$ cat src/rtl/pc_unit.sv
module pc_unit #(
  parameter int AW = 13,
  parameter int LW = 8,
  parameter int JW = 11,
  parameter logic [AW-1:0] VEC = 13'h0004
) (
  input  logic          clk,
  input  logic          rst,
  input  logic          inc_en,
  input  logic          wr_lo,
  input  logic [LW-1:0] alu_d,
  input  logic          jmp,
  input  logic [JW-1:0] imm11,
  input  logic          ret,
  input  logic [AW-1:0] stk_d,
  input  logic          irq,
  input  logic          lat_we,
  input  logic [AW-LW-1:0] lat_d,
  output logic [AW-1:0] pc_o,
  output logic [LW-1:0] pcl_o
);
  localparam int HW = AW - LW;
  localparam int JH = AW - JW;

  logic [AW-1:0] pc_q, pc_n;
  logic [HW-1:0] lat_q;

  wire [AW-1:0] jmp_addr = {lat_q[HW-1 -: JH], imm11};
  wire [AW-1:0] wr_addr  = {lat_q, alu_d};

  always_comb begin
    if (irq)         pc_n = VEC;
    else if (ret)    pc_n = stk_d;
    else if (jmp)    pc_n = jmp_addr;
    else if (wr_lo)  pc_n = wr_addr;
    else if (inc_en) pc_n = pc_q + 1'b1;
    else             pc_n = pc_q;
  end

  always_ff @(posedge clk) begin
    if (rst) begin
      pc_q  <= '0;
      lat_q <= '0;
    end else begin
      pc_q <= pc_n;
      if (lat_we) lat_q <= lat_d;
    end
  end

  assign pc_o  = pc_q;
  assign pcl_o = pc_q[LW-1:0];
endmodule


$ cat config.mk
export PLATFORM = sky130hd
export DESIGN_NAME = pc_unit
export DESIGN_NICKNAME = d
export VERILOG_FILES = /design/src/rtl/pc_unit.sv
export SDC_FILE = /design/constraint.sdc
export NUM_CORES = 1
export LEC_CHECK = 0
export CORE_ASPECT_RATIO = 0.8
export CORE_MARGIN = 3
export CORE_UTILIZATION = 30
export CTS_CLUSTER_DIAMETER = 150
export DETAILED_ROUTE_END_ITERATION = 6
export DONT_BUFFER_PORTS = 1
export PLACE_DENSITY = 0.5
export SLEW_MARGIN = 20
export SYNTH_ARGS = -nofsm -noshare
export SYNTH_HDL_FRONTEND = slang
export SYNTH_SLANG_ARGS = --single-unit
$ cat constraint.sdc
create_clock -name clk -period 3.31 [get_ports clk]
set_input_delay 0.331 -clock clk [delete_from_list [all_inputs] [get_ports clk]]
set_output_delay 0.331 -clock clk [all_outputs]
set_load 0.03 [all_outputs]
==> results.txt <==
Top Family by Delay on Critical Path - simple AND/OR/NAND/NOR gates
Global Route Usage Sum - 0.166
Rows - 20
GR Util met2 - 0.258
Pin count of the biggest net entering global routing - 25
Overflow after GRT - 0
Cell variety after synth - 50
Critical path class - flip-flop to flip-flop
Syn_area_per_cell - 7.75 um^2
WP data required - 3450 ps
Final min period - 2120 ps
WL/cell - 19.5 um
Initial antenna violation count - 0
Later-pin clock latency in the skew report - 260 ps
Ys async rst share - 0
Post-Syn Instances - 171
Setup repair bufs after CTS - 0
Met3 Use GR - 0.0616
TritonCTS Sinks - 18
Final Max Slew Viols - 0
P&R area growth vs syn - 2.27%
GPL Wtd Cong - 0.806
Final setup violation count - 0
Final antenna-violating net count - 0
Vias in the first global route - 1253
Root Buffer - clkbuf_8
Status - finished clean
P per Cell Area - 391 mW/mm^2
Post-synth EDFFs - 0
Met1 usage - 0.224
Register area share after synthesis - 0.272
Crit Path Max Fanout - 9
Clk_skew - 2.94 ps
Initial Util - 0.329
Antenna Cells - 0
CTS Buf Count - 3
Port-buffer cells - 0
DRC - 0
Unrepaired setup endpoints after global routing - false
H-tree levels - 1
Die height - 65.4 um
Total power - 0.529 mW
Crit-path cells - nand4_1 > or4_1 > a21oi_1 > nor3_1
Worst-case vdd ir drop - 0.000241 V
FF+latch count, synth - 18
Crit-path slowest cell - dfxtp_1
Setup TNS after final layout - 0 ps
Final period util - 0.642
Worst Hold Class - input port to flip-flop
Crit end category - flip-flop
Relative slew slack - 0.431
Final net count - 206
Clk slew on worst S/H paths - 80 ps
CTS tree - yes
Netlist Area Pre-Place - 0.00133 mm^2
CTS hold repair buffers - 0
Drt total wl - 4160 um
Die X - 80.3 um
Worst-Margin Slew - 853 ps
Grt peak-use layer - met2
Critical Path AT - 2270 ps
Post-CTS sizing - 0
Starting DRT DRC Count - 130
Worst Setup Start Kind - flip-flop
Core Area - 0.00403 mm^2
Share of layout cells above drive strength 1 - 0.0692
Clock Path Buffers - 2
Drt pass-1 iters - 4
DR vias/cell - 5.89
Most used flip-flop cell after synthesis - dfxtp_1
Leakage - 0.469 nW
Max frequency - 0.471 GHz
Max incr delay on CP - 840 ps
IO Pins - 66
Hold Vio Cnt, Final - 0
Max_cap viols - 0
Via count - 1261
First-pass GRT wire length - 6760 um
Critical path buffers and inverters - 0
Filler Cell Count - 433
Die footprint - 0.00525 mm^2
Syn_nets - 217
Post-DP HPWL - 3230 um
Yosys synthesis warning count - 0
## flip-flops by register name, indices dropped and copies added, names as in the netlist
signal,count
pc_o,13
lat_q,5
## layout make-up
cell class	instances	area, um^2	area share
flip-flops and latches	18	360	0.266
inverters	4	15.0	0.0111
clock buffers	4	55.1	0.0406
multi-input cells	130	833	0.615
well taps	55	68.8	0.0508
repair buffers	3	22.5	0.0166
## cell usage after synthesis (all sizes together) (2+ instances only)
master | number | area, um^2
dfxtp | 18 | 360
nand2 | 17 | 63.8
buf | 14 | 96.3
a21oi | 13 | 65.1
mux2i | 11 | 110
o21ai | 11 | 55.1
nor2 | 10 | 40.0
nand3 | 7 | 35.0
nor3 | 6 | 30.0
clkbuf | 5 | 20.0
nand4 | 4 | 25.0
nor2b | 4 | 25.0
o211ai | 4 | 30.0
a211oi | 3 | 22.5
inv | 3 | 11.3
o21a | 3 | 22.5
o22ai | 3 | 18.8
a221oi | 2 | 17.5
and3 | 2 | 12.5
nand2b | 2 | 12.5
nor4 | 2 | 27.5
o41ai | 2 | 17.5
or2 | 2 | 12.5
or4 | 2 | 15.0
xor2 | 2 | 17.5
## through the flow
stage	hold WS, ps	area, um^2	utilization	std cells	worst slack [ps]
3_5_place_dp	406	1300	0.323	210	1250
5_1_grt	129	1360	0.336	214	1040
6_report	133	1360	0.336	214	1190
4_1_cts	129	1360	0.336	214	1190
3_3_place_gp	404	1300	0.323	210	1260
2_1_floorplan	455	1330	-	171	1600
## per-layer routing
metal  vias to the layer above  part of all wire
met2                        48              0.45
met5                         -                 0
li1                        617                 -
met1                       590              0.47
met4                         0            0.0070
met3                         6             0.077
## cell usage in the layout, fill, tap and decap left out, drive strengths merged, types with 2 or more instances in the layout
master / instances
or2: 2
nand4: 4
clkbuf: 4
o211ai: 4
o21ai: 11
mux2i: 11
inv: 3
nor3: 6
nor2: 10
a211oi: 3
a21oi: 13
a221oi: 2
nand2b: 2
or4: 2
o22ai: 3
o41ai: 2
dfxtp: 18
xor2: 2
buf: 3
nand3: 7
nor2b: 4
nand2: 17
and3: 2
nor4: 2
o21a: 3
## worst paths after layout
kind         slack, ps             startpoint                    end  cells after the start
max               1190   pc_o[3]$_SDFFE_PP0P_   pc_o[9]$_SDFFE_PP0P_                      4
min reg2reg        500  lat_q[1]$_SDFFE_PP0P_  lat_q[1]$_SDFFE_PP0P_                      2
min                130                    rst  lat_q[0]$_SDFFE_PP0P_                      1
max reg2reg       1190   pc_o[3]$_SDFFE_PP0P_   pc_o[9]$_SDFFE_PP0P_                      4
## power breakdown
group	total [mW]	switching (mW)	internal, mW
sequential	0.267	0.0381	0.229
clock	0.186	0.0803	0.106
combinational	0.0763	0.0420	0.0343
## kinds of logic after synthesis
kind of cell	count (synthesis)	share of synthesized area
AOI/OAI and AO/OA	52	0.262
xor gates and xnor gates	3	0.0198
adders and majority gates	1	0.00944
buffers and inverters	23	0.0991
DFF	18	0.272
muxes	11	0.0831
and+or+nand+nor	63	0.255
## worst register-to-register path: stages (launching register included)
cell     delay, ps
dfxtp_1        840
nand4_1        350
or4_1          590
a21oi_1        170
nor3_1          70
No activity file was read; power rests on OpenSTA's default activity.
